### src/rtl/irqd_pkg.sv
package irqd_pkg;
  typedef enum logic [1:0] {
    PS_IDLE = 2'd0,
    PS_HI   = 2'd1,
    PS_LO   = 2'd2,
    PS_VEC  = 2'd3
  } push_st_e;
endpackage

### src/rtl/irqd_prio_pick.sv
// Fixed-priority pick: the lowest set index wins.
module irqd_prio_pick #(
  parameter int N     = 5,
  parameter int IDX_W = (N > 1) ? $clog2(N) : 1
) (
  input  logic [N-1:0]     cand,
  output logic             hit,
  output logic [N-1:0]     grant,
  output logic [IDX_W-1:0] grant_idx
);
  logic [N-1:0] below_any;

  assign below_any[0] = 1'b0;
  genvar gi;
  generate
    for (gi = 1; gi < N; gi++) begin : g_chain
      assign below_any[gi] = below_any[gi-1] | cand[gi-1];
    end
  endgenerate

  assign grant = cand & ~below_any;
  assign hit   = |cand;

  always_comb begin
    grant_idx = '0;
    for (int i = 0; i < N; i++) begin
      if (grant[i]) grant_idx = grant_idx | IDX_W'(i);
    end
  end
endmodule

### src/rtl/irqd_state_regs.sv
// Global enable, halt flag and enable mask.
module irqd_state_regs #(
  parameter int MASK_W = 8
) (
  input  logic              clk,
  input  logic              rst_n,
  input  logic              ime_set,
  input  logic              ime_clr,
  input  logic              halt_req,
  input  logic              mask_wr_en,
  input  logic [MASK_W-1:0] mask_wr_data,
  input  logic              disp_fire,
  input  logic              wake_fire,
  output logic              ime_q,
  output logic              halted_q,
  output logic [MASK_W-1:0] mask_q
);
  logic              ime_d;
  logic              halted_d;
  logic [MASK_W-1:0] mask_d;

  always_comb begin
    ime_d = ime_q;
    if (disp_fire)    ime_d = 1'b0;
    else if (ime_clr) ime_d = 1'b0;
    else if (ime_set) ime_d = 1'b1;

    halted_d = halted_q;
    if (disp_fire || wake_fire) halted_d = 1'b0;
    else if (halt_req)          halted_d = 1'b1;

    mask_d = mask_q;
    if (mask_wr_en) mask_d = mask_wr_data;
  end

  always_ff @(posedge clk or negedge rst_n) begin
    if (!rst_n) begin
      ime_q    <= 1'b0;
      halted_q <= 1'b0;
      mask_q   <= '0;
    end else begin
      ime_q    <= ime_d;
      halted_q <= halted_d;
      mask_q   <= mask_d;
    end
  end

  a_r12_clr_wins: assert property (@(posedge clk) disable iff (!rst_n)
    ime_clr |=> !ime_q);
  a_r12_disp_beats_set: assert property (@(posedge clk) disable iff (!rst_n)
    (disp_fire && ime_set) |=> !ime_q);
endmodule

### src/rtl/irqd_push_seq.sv
// Return-address push, vector load and acknowledge sequencer.
module irqd_push_seq
  import irqd_pkg::*;
#(
  parameter int                N          = 5,
  parameter int                DATA_W     = 8,
  parameter int                ADDR_W     = 2 * DATA_W,
  parameter int                IDX_W      = 3,
  parameter logic [ADDR_W-1:0] VEC_BASE   = 16'h0040,
  parameter int                VEC_STRIDE = 8
) (
  input  logic              clk,
  input  logic              rst_n,
  input  logic              start,
  input  logic [ADDR_W-1:0] pc_in,
  input  logic [ADDR_W-1:0] sp_in,
  input  logic [N-1:0]      grant,
  input  logic [IDX_W-1:0]  grant_idx,
  output logic              busy,
  output logic              wr_en,
  output logic [ADDR_W-1:0] wr_addr,
  output logic [DATA_W-1:0] wr_data,
  output logic              pc_load,
  output logic [ADDR_W-1:0] pc_val,
  output logic              sp_load,
  output logic [ADDR_W-1:0] sp_val,
  output logic [N-1:0]      ack,
  output logic              done
);
  push_st_e          st_q, st_d;
  logic [ADDR_W-1:0] pc_q, sp_q;
  logic [N-1:0]      grant_q;
  logic [IDX_W-1:0]  idx_q;
  logic              cap_en;
  logic [ADDR_W-1:0] sp_m1, sp_m2, vec;

  assign cap_en = start && (st_q == PS_IDLE);

  always_comb begin
    st_d = st_q;
    case (st_q)
      PS_IDLE: if (start) st_d = PS_HI;
      PS_HI:   st_d = PS_LO;
      PS_LO:   st_d = PS_VEC;
      default: st_d = PS_IDLE;
    endcase
  end

  always_ff @(posedge clk or negedge rst_n) begin
    if (!rst_n) begin
      st_q    <= PS_IDLE;
      pc_q    <= '0;
      sp_q    <= '0;
      grant_q <= '0;
      idx_q   <= '0;
    end else begin
      st_q <= st_d;
      if (cap_en) begin
        pc_q    <= pc_in;
        sp_q    <= sp_in;
        grant_q <= grant;
        idx_q   <= grant_idx;
      end
    end
  end

  assign sp_m1 = sp_q - ADDR_W'(1);
  assign sp_m2 = sp_q - ADDR_W'(2);
  assign vec   = VEC_BASE + ADDR_W'(idx_q) * ADDR_W'(VEC_STRIDE);

  always_comb begin
    wr_en   = 1'b0;
    wr_addr = '0;
    wr_data = '0;
    case (st_q)
      PS_HI: begin
        wr_en   = 1'b1;
        wr_addr = sp_m1;
        wr_data = pc_q[ADDR_W-1:DATA_W];
      end
      PS_LO: begin
        wr_en   = 1'b1;
        wr_addr = sp_m2;
        wr_data = pc_q[DATA_W-1:0];
      end
      default: ;
    endcase
  end

  assign busy    = (st_q != PS_IDLE);
  assign done    = (st_q == PS_VEC);
  assign pc_load = done;
  assign pc_val  = done ? vec : '0;
  assign sp_load = done;
  assign sp_val  = done ? sp_m2 : '0;
  assign ack     = done ? grant_q : '0;

  a_r4_lo_follows_hi: assert property (@(posedge clk) disable iff (!rst_n)
    (st_q == PS_HI) |=> (wr_en && wr_addr == $past(wr_addr) - ADDR_W'(1)));
  a_r5_ack_single: assert property (@(posedge clk) disable iff (!rst_n)
    (|ack) |=> !(|ack));
  a_r11_push_runs_out: assert property (@(posedge clk) disable iff (!rst_n)
    (st_q == PS_LO) |=> done);
endmodule

### src/rtl/irq_dispatch_ctrl.sv
module irq_dispatch_ctrl #(
  parameter int NUM_SRC       = 5,
  parameter int DATA_W        = 8,
  parameter int MASK_W        = 8,
  parameter int VEC_BASE      = 'h40,
  parameter int VEC_STRIDE    = 8,
  parameter int DISPATCH_COST = 24,
  parameter int HALT_COST     = 4
) (
  input  logic                  clk,
  input  logic                  rst_n,
  input  logic [NUM_SRC-1:0]    irq_req,
  output logic [NUM_SRC-1:0]    irq_ack,
  input  logic                  mask_wr_en,
  input  logic [MASK_W-1:0]     mask_wr_data,
  input  logic                  ime_set,
  input  logic                  ime_clr,
  input  logic                  halt_req,
  input  logic                  step,
  input  logic [2*DATA_W-1:0]   pc_in,
  input  logic [2*DATA_W-1:0]   sp_in,
  output logic                  fetch_go,
  output logic                  busy,
  output logic                  mem_wr_en,
  output logic [2*DATA_W-1:0]   mem_wr_addr,
  output logic [DATA_W-1:0]     mem_wr_data,
  output logic                  pc_load,
  output logic [2*DATA_W-1:0]   pc_val,
  output logic                  sp_load,
  output logic [2*DATA_W-1:0]   sp_val,
  output logic                  cost_valid,
  output logic [$clog2(DISPATCH_COST+1)-1:0] cost,
  output logic                  ime,
  output logic                  halted
);
  localparam int ADDR_W = 2 * DATA_W;
  localparam int IDX_W  = (NUM_SRC > 1) ? $clog2(NUM_SRC) : 1;
  localparam int COST_W = $clog2(DISPATCH_COST + 1);

  // asynchronous assert, synchronous release
  logic [1:0] rst_sync_q;
  logic       rst_core_n;
  always_ff @(posedge clk or negedge rst_n) begin
    if (!rst_n) rst_sync_q <= 2'b00;
    else        rst_sync_q <= {rst_sync_q[0], 1'b1};
  end
  assign rst_core_n = rst_sync_q[1];

  logic [MASK_W-1:0]  mask_q;
  logic [NUM_SRC-1:0] pend_en, grant;
  logic [IDX_W-1:0]   grant_idx;
  logic               any_pend, can_decide, disp_fire, wake_fire, halt_idle, seq_done;

  assign pend_en    = irq_req & mask_q[NUM_SRC-1:0];
  assign can_decide = step && !busy;
  assign disp_fire  = can_decide && ime && (|mask_q) && any_pend;
  assign wake_fire  = can_decide && halted && !ime && any_pend;
  assign halt_idle  = can_decide && halted && !any_pend;
  assign fetch_go   = can_decide && !disp_fire && (!halted || wake_fire);

  irqd_prio_pick #(.N(NUM_SRC), .IDX_W(IDX_W)) u_pick (
    .cand      (pend_en),
    .hit       (any_pend),
    .grant     (grant),
    .grant_idx (grant_idx)
  );

  irqd_state_regs #(.MASK_W(MASK_W)) u_state (
    .clk          (clk),
    .rst_n        (rst_core_n),
    .ime_set      (ime_set),
    .ime_clr      (ime_clr),
    .halt_req     (halt_req),
    .mask_wr_en   (mask_wr_en),
    .mask_wr_data (mask_wr_data),
    .disp_fire    (disp_fire),
    .wake_fire    (wake_fire),
    .ime_q        (ime),
    .halted_q     (halted),
    .mask_q       (mask_q)
  );

  irqd_push_seq #(
    .N          (NUM_SRC),
    .DATA_W     (DATA_W),
    .ADDR_W     (ADDR_W),
    .IDX_W      (IDX_W),
    .VEC_BASE   (ADDR_W'(VEC_BASE)),
    .VEC_STRIDE (VEC_STRIDE)
  ) u_seq (
    .clk       (clk),
    .rst_n     (rst_core_n),
    .start     (disp_fire),
    .pc_in     (pc_in),
    .sp_in     (sp_in),
    .grant     (grant),
    .grant_idx (grant_idx),
    .busy      (busy),
    .wr_en     (mem_wr_en),
    .wr_addr   (mem_wr_addr),
    .wr_data   (mem_wr_data),
    .pc_load   (pc_load),
    .pc_val    (pc_val),
    .sp_load   (sp_load),
    .sp_val    (sp_val),
    .ack       (irq_ack),
    .done      (seq_done)
  );

  assign cost_valid = seq_done || halt_idle;
  assign cost       = seq_done  ? COST_W'(DISPATCH_COST) :
                      halt_idle ? COST_W'(HALT_COST) : '0;

  a_r2_one_ack: assert property (@(posedge clk) disable iff (!rst_core_n)
    $onehot0(irq_ack));
  a_r5_ime_drops: assert property (@(posedge clk) disable iff (!rst_core_n)
    disp_fire |=> !ime);
  a_r9_halt_drops: assert property (@(posedge clk) disable iff (!rst_core_n)
    disp_fire |=> (!halted && busy));
  a_r7_wake_no_push: assert property (@(posedge clk) disable iff (!rst_core_n)
    wake_fire |=> (!halted && !busy));
  a_r8_halt_holds: assert property (@(posedge clk) disable iff (!rst_core_n)
    halt_idle |=> halted);
  a_r6_cost_with_load: assert property (@(posedge clk) disable iff (!rst_core_n)
    pc_load |-> (cost_valid && cost == COST_W'(DISPATCH_COST)));
  a_r11_push_not_fetch: assert property (@(posedge clk) disable iff (!rst_core_n)
    mem_wr_en |-> !fetch_go);
endmodule

### config.mk
export PLATFORM = sky130hd
export DESIGN_NAME = irq_dispatch_ctrl
export DESIGN_NICKNAME = d
export VERILOG_FILES = /design/src/rtl/irqd_pkg.sv /design/src/rtl/irqd_prio_pick.sv /design/src/rtl/irqd_state_regs.sv /design/src/rtl/irqd_push_seq.sv /design/src/rtl/irq_dispatch_ctrl.sv
export SDC_FILE = /design/constraint.sdc
export NUM_CORES = 1
export LEC_CHECK = 0
export BUFFER_PORTS_ARGS = -buffer_cell sky130_fd_sc_hd__buf_2
export CAP_MARGIN = 20
export CORE_ASPECT_RATIO = 0.5
export CORE_MARGIN = 4
export CORE_UTILIZATION = 40
export DETAILED_ROUTE_END_ITERATION = 8
export PLACE_DENSITY = 0.67
export SYNTH_ARGS = -nofsm -noshare
export SYNTH_HDL_FRONTEND = slang
export SYNTH_HIERARCHICAL = 1
export SYNTH_SLANG_ARGS = --single-unit
### constraint.sdc
create_clock -name clk -period 4.6 [get_ports clk]
set_clock_uncertainty 0.05 [all_clocks]
set_input_delay 0.46 -clock clk [delete_from_list [all_inputs] [get_ports clk]]
set_output_delay 0.46 -clock clk [all_outputs]
set_load 0.01 [all_outputs]
**Word level (Yosys, flattened, before mapping)**

Cells that the tools add are included.

- Add/sub/neg operators: 3
- Equality and inequality tests: 4
- Multiplexer cells: 19
- Bitwise operators: 6
- Reduce and logical (&&, ||, !) cells: 26

Operators by type and width:

| cell | number |
|---|---|
| 2-to-1 mux 16 bit | 2 |
| one-hot mux 16 bit (2 select lines) | 1 |
| one-hot mux 8 bit (2 select lines) | 1 |
| subtractor 16 x 1 -> 16 bit (second input constant) | 1 |
| subtractor 16 x 2 -> 16 bit (second input constant) | 1 |
| logical AND 1 bit | 11 |
| bitwise AND 5 bit | 2 |
| 2-to-1 mux 5 bit | 2 |
| adder 7 x 6 -> 8 bit (first input constant) | 1 |
| OR reduction 8 bit | 1 |
| 2-to-1 mux 1 bit | 7 |
| 2-to-1 mux 2 bit | 3 |
| 2-to-1 mux 3 bit | 2 |
| one-hot mux 2 bit (3 select lines) | 1 |
| logical NOT 1 bit | 5 |
| inverter 5 bit | 1 |
| OR reduction 5 bit | 1 |
| equality test 2 bit (second input constant) | 2 |
| nonzero test 2 bit | 2 |
| logical OR 1 bit | 3 |
| bitwise OR 1 bit | 3 |
| nonzero test 3 bit | 1 |
| equality test 2 x 1 -> 1 bit (second input constant) | 1 |
| logical NOT 2 bit | 1 |
| other kinds (2) | 2 |

- Bits in registers: 54
- Input bits: 52
- Word-level logic and storage cells: 67

**Depth between registers and ports, before layout**

Gate-level depths: netlist (run 1).

- Depth after elaboration: 10
- Mapped depth: 9

**Cells and area by module**

Netlist (run 1), hierarchy kept.

Modules (own cells, without submodules):

| module | instances | cells an instance | area each (um^2) | sequential area each (um^2) |
|---|---|---|---|---|
| irqd_push_seq | 1 | 286 | 2775.2 | 1051.0 |
| irqd_state_regs | 1 | 23 | 399.1 | 250.2 |
| irq_dispatch_ctrl | 1 | 25 | 206.4 | 50.0 |
| irqd_prio_pick | 1 | 13 | 81.3 | 0.0 |

**Worst setup path after synthesis (run 1)**

No wires, ideal clock.

- Path kind: register to output
- Start point: register u_seq.sp_q[1]
- End point: output port mem_wr_addr[11]
- Arrival: 2.236 ns
- Data required time: 4.090 ns
- Path slack: 1.854 ns
- Stages on the path, launching flop included: 8
- Path through: dfrtp_1 -> inv_1 -> ha_1 -> or4b_4 -> buf_6 -> or3_4 -> mux2i_1 -> a211oi_1

- Cells in the longest elaborated chain, start to end: 2
- Elaborated cells between the ends (all ways): 3
- Classes of those cells: 2 x add/sub; 1 x mux

RTL lines:

| element | RTL line | RTL |
|---|---|---|
| start: declaration | irqd_push_seq.sv:31 | `logic [ADDR_W-1:0] pc_q, sp_q;` |
| start signal: assignment | irqd_push_seq.sv:60 | `sp_q <= sp_in;` |
| subtractor 16 x 2 -> 16 bit / subtractor 16 x 1 -> 16 bit (equally long branches) | irqd_push_seq.sv:68, irqd_push_seq.sv:67 |  |
| one-hot mux 16 bit (2 select lines) (*) | irqd_push_seq.sv:75 | `case (st_q)` |
| end: declaration | irq_dispatch_ctrl.sv:25 | `output logic [2*DATA_W-1:0] mem_wr_addr,` |

Mark *: on every way between the ends. The rest lies on a longest branch, timed or not.

**Worst setup path in the final report (run 1)**

- Start point: register u_seq.st_q[1]
- End point: output port mem_wr_addr[14]

- Cells in the longest elaborated chain, start to end: 2
- Elaborated cells between the ends (all ways): 3
- Classes of those cells: 2 x eq/ne; 1 x mux

RTL lines:

| element | RTL line | RTL |
|---|---|---|
| start: declaration | irqd_push_seq.sv:30 | `push_st_e st_q, st_d;` |
| start signal: assignment | irqd_push_seq.sv:57 | `st_q <= st_d;` |
| equality test 2 bit / equality test 2 x 1 -> 1 bit (equally long branches) | irqd_push_seq.sv:75 |  |
| one-hot mux 16 bit (2 select lines) (*) | irqd_push_seq.sv:75 |  |

Marked as above.

==> run summary, run 1 <==
Post-DP HPWL -> 6570 µm
CTS clock-pin slew for the worst setup and hold paths -> 0.07 ns
Max-Cap Viols -> 0
Worst Path Required -> 4.09 ns
vias in the first global route -> 2773
Port-buffer cells -> 111
CTS buffer count -> 5
WL/cell -> 15.6 µm
status -> finished clean
routed length on met2 -> 4040 µm
Site Rows -> 23
Post-Syn Instances -> 347
post-synth cell types -> 57
share of the synthesized area in the top cell type -> 39.0%
Async S/R FF share, synth -> 100%
CP Buf/Inv Count -> 2
Routed met1 length -> 3900 µm
via count -> 2834
drt via density -> 5.13
gr usage total -> 16.6%
Antenna diodes -> 0
Least-Margin Pin Slew -> 1.06 ns
Hold Buf Count CTS -> 1
area leader, netlist -> dfrtp_1
crit path time final -> 3.32 ns
total power -> 2.49 mW
Routed Wire Length -> 8600 µm
crit path DAT -> 2.81 ns
chip width -> 140 µm
CP peak stage delay -> 0.69 ns
sequential area share after synthesis -> 39.0%
Syn Std Cell Area -> 0.00346 mm²
TritonRoute pass-1 iters -> 4
reg2reg start -> u_state/mask_q[1]$_DFFE_PN0P_
Clock Path Buffers -> 2
GP Congestion -> 0.830
initial antenna violation count -> 0
largest net degree at the start of global routing -> 45
# DRC -> 0
clock latency on the worst-skew pair -> 0.29 ns
Main synth FF type -> dfrtp_1
global-route wire length before repair -> 14000 µm
slew margin rel. -> 28.6%
post-synthesis average cell area -> 9.98 µm²
Worst setup startpoint -> u_seq/st_q[1]$_DFFE_PN0P_
flop and latch count out of synthesis -> 54
CP startpoint kind -> flop
total grt overflow -> 0
share of cells above drive strength 1 -> 41.6%
Fmax -> 0.302 GHz
count of final hold-check violations -> 0
period utilization -> 72.1%
Final ANT Viol Nets -> 0
# Post-CTS Setup Buffers -> 0
setup_tns -> 0 ns
CTS Root Cell -> clkbuf_16
Final Util -> 50.5%
CTS sink count -> 54
area grow syn2layout -> 19.6%
core box area -> 0.00820 mm²
final net count -> 498
peak supply drop -> 0.216 mV
number of H-tree levels -> 2
final setup violation count -> 0
HP Class -> reg2async
initial core utilization -> 42.2%
worst path cell trace -> inv_1 -> ha_1 -> nand2_1 -> a2111oi_0 -> a31oi_1 -> a21oi_1 -> buf_2
TritonCTS clock tree -> built
CP delay by family, top -> compound AO/OA/AOI/OAI gates
leakage power -> 2.02 nW
Synth Warn # -> 6
met3 wire len -> 607 µm
# resized after CTS -> 0
Pwr Density -> 601 mW/mm²
DIE AREA -> 0.0103 mm²
RSZ-0062 raised after global routing -> false
Die Y -> 73.8 µm
initial drt markers -> 199
largest cells by area after synthesis -> dfrtp_1 39%, mux2_2 13%, buf_4 4.6%, nor2_1 3.6%, mux2_4 3.5%
critical path type -> reg2out
Max FO, Critical Path -> 20
Slowest-stage cell, CP -> a2111oi_0
final max-slew violation count -> 0
Top Layer Used -> met4
number of flops mapped to enable cells by yosys -> 0
num ports -> 126
Setup crit end kind -> output port
[cell families (layout without fill, tap and decap cells)]
| logic type | Yosys count | in the layout | synth area share (%) |
|---|---|---|---|
| adders and majority gates | 7 | 7 | 2.53 |
| AOI/OAI and AO/OA | 65 | 65 | 12.3 |
| DFF | 54 | 54 | 39.0 |
| and+or+nand+nor | 106 | 106 | 17.4 |
| buffers and inverters | 51 | 132 | 8.64 |
| other | 3 | 15 | 0.325 |
| xor gates and xnor gates | 12 | 12 | 3.04 |
| muxes | 49 | 49 | 16.8 |
[cells in the final DEF (no fill, tap or decap), types with 3 or more instances in the layout]
master	n
buf_2	111
dfrtp_1	53
mux2_2	40
nor2_1	33
a21oi_1	17
nand2_1	16
and2_1	15
conb_1	15
o21ai_0	14
inv_1	10
a22oi_1	9
nor3_1	8
mux2_4	8
xnor2_1	7
ha_1	7
clkbuf_16	5
xor2_1	5
nand2b_1	4
a31oi_1	4
nand3_1	4
a2111oi_0	3
a311oi_1	3
[synthesized netlist by cell type (4+ instances only)]
cell type and n:
nand2_1 17, ha_1 7, a22oi_1 9, nor3_1 8
xor2_1 5, and2_1 15, a31oi_1 4, clkbuf_1 6
mux2_2 40, nand2b_1 4, inv_1 10, a21oi_1 17
o21ai_0 14, nand3_1 4, mux2_4 8, buf_1 5
buf_4 21, dfrtp_1 54, xnor2_1 7, buf_2 5
nor2_1 33
[path summary, 6_finish.rpt]
check / to / slack (ns) / depth (start not counted)
max reg2reg: u_seq/grant_q[1]$_DFFE_PN0P_ / 2.02 / 6
min in group clk: u_state/ime_q$_DFFE_PN0P_ / 0.27 / 2
min reg2reg: u_state/mask_q[6]$_DFFE_PN0P_ / 0.05 / 0
max: mem_wr_addr[14] / 1.28 / 7
max in group asynchronous: u_seq/sp_q[2]$_DFFE_PN0P_ / 3.63 / 1
min: u_state/mask_q[6]$_DFFE_PN0P_ / 0.05 / 0
[through the flow]
| stage | hold WS (ns) | cells | setup slack [ns] | instance area (µm²) |
|---|---|---|---|---|
| 3_5_place_dp | 0.0575 | 543 | 1.67 | 3960 |
| 2_1_floorplan | 0.114 | 359 | 1.85 | 3510 |
| 6_report | 0.0548 | 552 | 1.28 | 4140 |
| 4_1_cts | 0.0616 | 552 | 1.33 | 4140 |
| 3_3_place_gp | 0.0554 | 543 | 1.74 | 3960 |
| 5_1_grt | 0.0769 | 552 | 0.962 | 4140 |
[layer usage]
| layer | global-route usage, % | up-vias |
|---|---|---|
| met5 | 0 | - |
| met1 | 22.3 | 1356 |
| li1 | - | 1377 |
| met3 | 3.71 | 4 |
| met4 | 3.65 | 0 |
| met2 | 28.0 | 97 |
[sequential cells by signal, summed over array words and instances (netlist names)]
signal and count:
rst_sync_q 2, u_seq/pc_q 16, u_state/halted_q 1, u_state/mask_q 8, u_state/ime_q 1, u_seq/idx_q 3, u_seq/grant_q 5, u_seq/st_q 2
u_seq/sp_q 16
[report_power, final]
group,switching (mW),leakage (nW),internal [mW]
Clock,0.180,0.0848,0.261
Sequential,0.214,0.663,0.657
Combinational,0.657,1.28,0.517
Total,1.05,2.02,1.44
[cell type report]
type	count	area [µm²]
clock buffers	5	125
clock inverters	3	47.5
fillers	800	4060
inverters	11	41.3
multi-input cells	254	1860
flip-flops and latches	54	1350
well taps	112	140
repair buffers	113	573
Note: power is estimated with default switching activity, not from simulation.
==> run 2, diff against run 1 <==
- PLACE_DENSITY: 0.67 -> 0.69
- clock period: 4.6 -> 2.75 ns (I/O delays scaled with it)
==> run summary, run 2 (synthesis gave the netlist of run 1 again) <==
period utilization -> 97.3%
crit path DAT -> 2.35 ns
Worst R2R Setup Slack -> 0.42 ns
Worst Path Required -> 2.42 ns
gr usage total -> 17.1%
TritonCTS clock tree -> built
clock latency on the worst-skew pair -> 0.29 ns
pre-CTS WS -> 0.213 ns
Final ANT Viol Nets -> 0
drt via density -> 5.16
crit path time final -> 2.68 ns
Pwr Density -> 1010 mW/mm²
Least-Margin Pin Slew -> 0.664 ns
Antenna diodes -> 0
num ports -> 126
slew margin rel. -> 55.3%
Max-Cap Viols -> 0
Clock Path Buffers -> 2
peak supply drop -> 0.310 mV
# DRC -> 0
fillcell total -> 778
CP Buf/Inv Count -> 2
WL/cell -> 15.7 µm
initial drt markers -> 160
critical path type -> reg2out
Fmax -> 0.374 GHz
Die Y -> 73.8 µm
most frequent cells in the layout -> 111 x buf_2, 52 x dfrtp_1, 40 x mux2_2, 33 x nor2_1, 21 x buf_4
CTS clock-pin slew for the worst setup and hold paths -> 0.07 ns
final setup violation count -> 0
total grt overflow -> 0
chip width -> 140 µm
CP delay by family, top -> compound AO/OA/AOI/OAI gates
via count -> 2964
commonest non-fill, non-tap cell in the layout -> buf_2
number of H-tree levels -> 2
largest registers -> u_seq/pc_q x16, u_seq/sp_q x16, u_state/mask_q x8
area grow syn2layout -> 25.8%
leakage power -> 2.13 nW
CTS buffer count -> 5
worst path cell trace -> inv_1 -> ha_2 -> nand3_1 -> and4_1 -> a2111oi_1 -> buf_2
DIE AREA -> 0.0103 mm²
Post-DP HPWL -> 6820 µm
Site Rows -> 23
Setup crit end kind -> output port
RSZ-0062 raised after global routing -> true
CP peak stage delay -> 0.57 ns
largest net degree at the start of global routing -> 26
HP Class -> reg2async
GP Congestion -> 0.862
Slowest-stage cell, CP -> a2111oi_1
status -> finished clean
TritonRoute pass-1 iters -> 6
initial core utilization -> 42.2%
CTS sink count -> 54
count of final hold-check violations -> 0
CTS Root Cell -> clkbuf_16
global-route wire length before repair -> 14200 µm
final net count -> 520
vias in the first global route -> 2893
Routed Wire Length -> 8990 µm
core box area -> 0.00820 mm²
final max-slew violation count -> 0
Max FO, Critical Path -> 8
initial antenna violation count -> 0
share of cells above drive strength 1 -> 45.9%
final setup margin -> 0.0732 ns
setup_tns -> 0 ns
Port-buffer cells -> 111
CP startpoint kind -> flop
==> run 2: cell types whose count changed in the layout (fill, tap and decap cells not counted), moves of 2 or more <==
cell	before	now
inv_6	2	0
inv_1	10	8
inv_2	0	2
ha_2	0	2
ha_1	7	4
buf_4	1	21
a2111oi_0	3	1
buf_12	0	2
==> run 2: final timing paths <==
path,start,end,cells past startpoint
min,rst_sync_q[1]$_DFF_PN0_,u_state/mask_q[5]$_DFFE_PN0P_,0
max,u_seq/st_q[1]$_DFFE_PN0P_,mem_wr_addr[5],6
min reg2reg,rst_sync_q[1]$_DFF_PN0_,u_state/mask_q[5]$_DFFE_PN0P_,0
max reg2reg,u_state/mask_q[1]$_DFFE_PN0P_,u_seq/sp_q[2]$_DFFE_PN0P_,7
max in group asynchronous,rst_sync_q[1]$_DFF_PN0_,u_seq/sp_q[5]$_DFFE_PN0P_,1
min in group clk,ime_clr,u_state/ime_q$_DFFE_PN0P_,2
==> run 2: area by class of cell <==
class	instances	area, µm²	area share, %
multi-input combinational	254	1890	43.4
sequential	54	1350	31.1
timing repair buffer	135	763	17.5
tap	112	140	3.22
clock buffer	6	129	2.96
inverter	11	41.3	0.948
clock inverter	2	37.5	0.862
==> run 2: worst reg2reg max path, cell delays in order, from the launching register on <==
cell and delay, ns:
dfrtp_1 0.42, and2_2 0.23, nor2_1 0.16, nand3b_1 0.20, and4_1 0.26, nand2_2 0.33
buf_12 0.21, mux2_2 0.35
==> run 2: per-stage QoR <==
step                total power, mW  utilization (%)  instance area [µm²]  hold WS, ns  std cells
finish                         4.40             53.1                 4350       0.0885        574
global route                   4.73             53.1                 4350        0.103        574
CTS                            4.35             52.5                 4310       0.0940        572
detailed placement             3.59             50.2                 4120       0.0134        561
global placement               3.56             50.2                 4120       0.0123        561
floorplan                      2.87                -                 3510      -0.0706        359
==> run 2: metal layers <==
metal	vias up	share of wire, %	global-route usage (%)
met5	-	0	0
met4	0	1.9	6.23
met3	15	7.1	4.81
met2	104	47	28.8
met1	1424	44	21.4
li1	1421	-	-
==> run 2: power by group <==
group / internal [mW] / total (mW) / leakage, nW / switching [mW]
clock: 0.430 / 0.709 / 0.0771 / 0.279
sequential: 1.10 / 1.42 / 0.662 / 0.317
combinational: 1.05 / 2.28 / 1.39 / 1.22
total: 2.59 / 4.40 / 2.13 / 1.82
==> run 2: repair_timing <==
item,in CTS,in global routing
pin swaps,1,6
resized for setup,2,9
hold endpoints to repair,2,0
hold buffers,1,0
setup endpoints to repair,3,8
buffers inserted,2,2
==> run 3, diff against run 2 <==
- CAP_MARGIN: 20 -> not set
- GPL_ROUTABILITY_DRIVEN: not set -> 0
- SETUP_SLACK_MARGIN: not set -> 0.4
==> run summary, run 3 (synthesis gave the netlist of run 1 again) <==
status -> finished clean
peak supply drop -> 0.338 mV
commonest non-fill, non-tap cell in the layout -> buf_2
gr usage total -> 18.8%
crit path time final -> 2.63 ns
DIE AREA -> 0.0103 mm²
chip width -> 140 µm
worst path cell trace -> inv_2 -> ha_4 -> or4b_4 -> buf_4 -> nor4_4 -> buf_4 -> xnor2_2 -> nor2_1 -> buf_2
crit path DAT -> 2.31 ns
Setup crit end kind -> output port
most frequent CP cell -> buf_4
Port-buffer cells -> 111
RSZ-0062 raised after global routing -> true
via count -> 3107
initial drt markers -> 172
CTS sink count -> 54
largest registers -> u_seq/pc_q x16, u_seq/sp_q x16, u_state/mask_q x8
Routed Wire Length -> 9950 µm
CP Buf/Inv Count -> 4
fillcell total -> 700
Slowest-stage cell, CP -> or4b_4
vias in the first global route -> 3110
initial core utilization -> 42.2%
Die Y -> 73.8 µm
critical path type -> reg2out
initial antenna violation count -> 0
CTS Root Cell -> clkbuf_16
final net count -> 547
drt via density -> 5.17
CTS clock-pin slew for the worst setup and hold paths -> 0.07 ns
Worst Path Required -> 2.42 ns
final setup violation count -> 0
HP Class -> in2reg
leakage power -> 2.28 nW
largest net degree at the start of global routing -> 42
number of H-tree levels -> 2
total grt overflow -> 0
Pwr Density -> 1060 mW/mm²
# DRC -> 0
Final ANT Viol Nets -> 0
period utilization -> 95.8%
CP delay by family, top -> simple AND/OR/NAND/NOR gates
Post-DP HPWL -> 6850 µm
Hold Slack -> 0.0827 ns
area grow syn2layout -> 38.1%
Max FO, Critical Path -> 6
share of cells above drive strength 1 -> 57.3%
global-route wire length before repair -> 15400 µm
Cells after DPL -> 556
most frequent cells in the layout -> 111 x buf_2, 46 x buf_4, 44 x dfrtp_1, 40 x mux2_2, 30 x nor2_1
CTS buffer count -> 5
Antenna diodes -> 0
core box area -> 0.00820 mm²
Site Rows -> 23
TritonCTS clock tree -> built
post-placement cell area -> 0.00410 mm²
clock latency on the worst-skew pair -> 0.30 ns
post-route design area -> 0.00478 mm²
Fmax -> 0.380 GHz
num ports -> 126
Least-Margin Pin Slew -> 0.520 ns
slew margin rel. -> 65.4%
CP peak stage delay -> 0.52 ns
total power -> 5.05 mW
CP startpoint kind -> flop
fin cells -> 601
Max-Cap Viols -> 0
count of final hold-check violations -> 0
final max-slew violation count -> 0
setup_tns -> 0 ns
WL/cell -> 16.6 µm
Clock Path Buffers -> 2
TritonRoute pass-1 iters -> 4
==> run 3: worst paths after layout <==
| path | startpoint | endpoint | slack [ns] | cells past startpoint |
|---|---|---|---|---|
| worst max-delay path | u_seq/sp_q[1]$_DFFE_PN0P_ | sp_val[13] | 0.12 | 9 |
| worst min-delay path | ime_clr | u_state/ime_q$_DFFE_PN0P_ | 0.08 | 2 |
| worst max register to register | u_state/mask_q[1]$_DFFE_PN0P_ | u_seq/pc_q[3]$_DFFE_PN0P_ | 0.60 | 7 |
| worst min register to register | rst_sync_q[1]$_DFF_PN0_ | u_state/mask_q[7]$_DFFE_PN0P_ | 0.20 | 0 |
| max in group asynchronous | rst_sync_q[1]$_DFF_PN0_ | u_seq/sp_q[0]$_DFFE_PN0P_ | 1.82 | 1 |
| min in group asynchronous | rst_sync_q[1]$_DFF_PN0_ | u_state/mask_q[7]$_DFFE_PN0P_ | 0.20 | 0 |
==> run 3: through the flow <==
stage	utilization, %	setup WS [ns]
2_1_floorplan	-	0.419
3_3_place_gp	49.9	0.317
3_5_place_dp	49.9	0.262
4_1_cts	55.4	0.159
5_1_grt	58.3	0.0388
6_report	58.3	0.116
==> run 3: repair_timing <==
item                                   in CTS  in global routing
setup endpoints to repair                  24                 27
endpoints found under the hold margin       2                  0
buffers inserted                           21                 15
pin swaps                                  14                  8
gates resized for setup                    35                 29
hold buffers                                1                  0
==> run 3: cell type report <==
cell class	count	area (µm²)	area share, %
clock buffer	6	139	2.90
tap	112	140	2.93
sequential	54	1360	28.5
clock inverter	2	17.5	0.366
timing repair buffer	162	965	20.2
inverter	11	55.1	1.15
multi-input combinational	254	2100	44.0
==> run 3: power by group <==
group / switching, mW / internal [mW]
Clock: 0.302 / 0.366
Sequential: 0.298 / 1.11
Combinational: 1.54 / 1.43
==> run 3: layer usage <==
layer,global-route usage [%],up-vias,wire (µm)
met5,0,-,0
met4,6.87,0,208
met3,4.42,22,697
met2,33.4,125,4830
met1,22.8,1491,4210
li1,-,1469,-
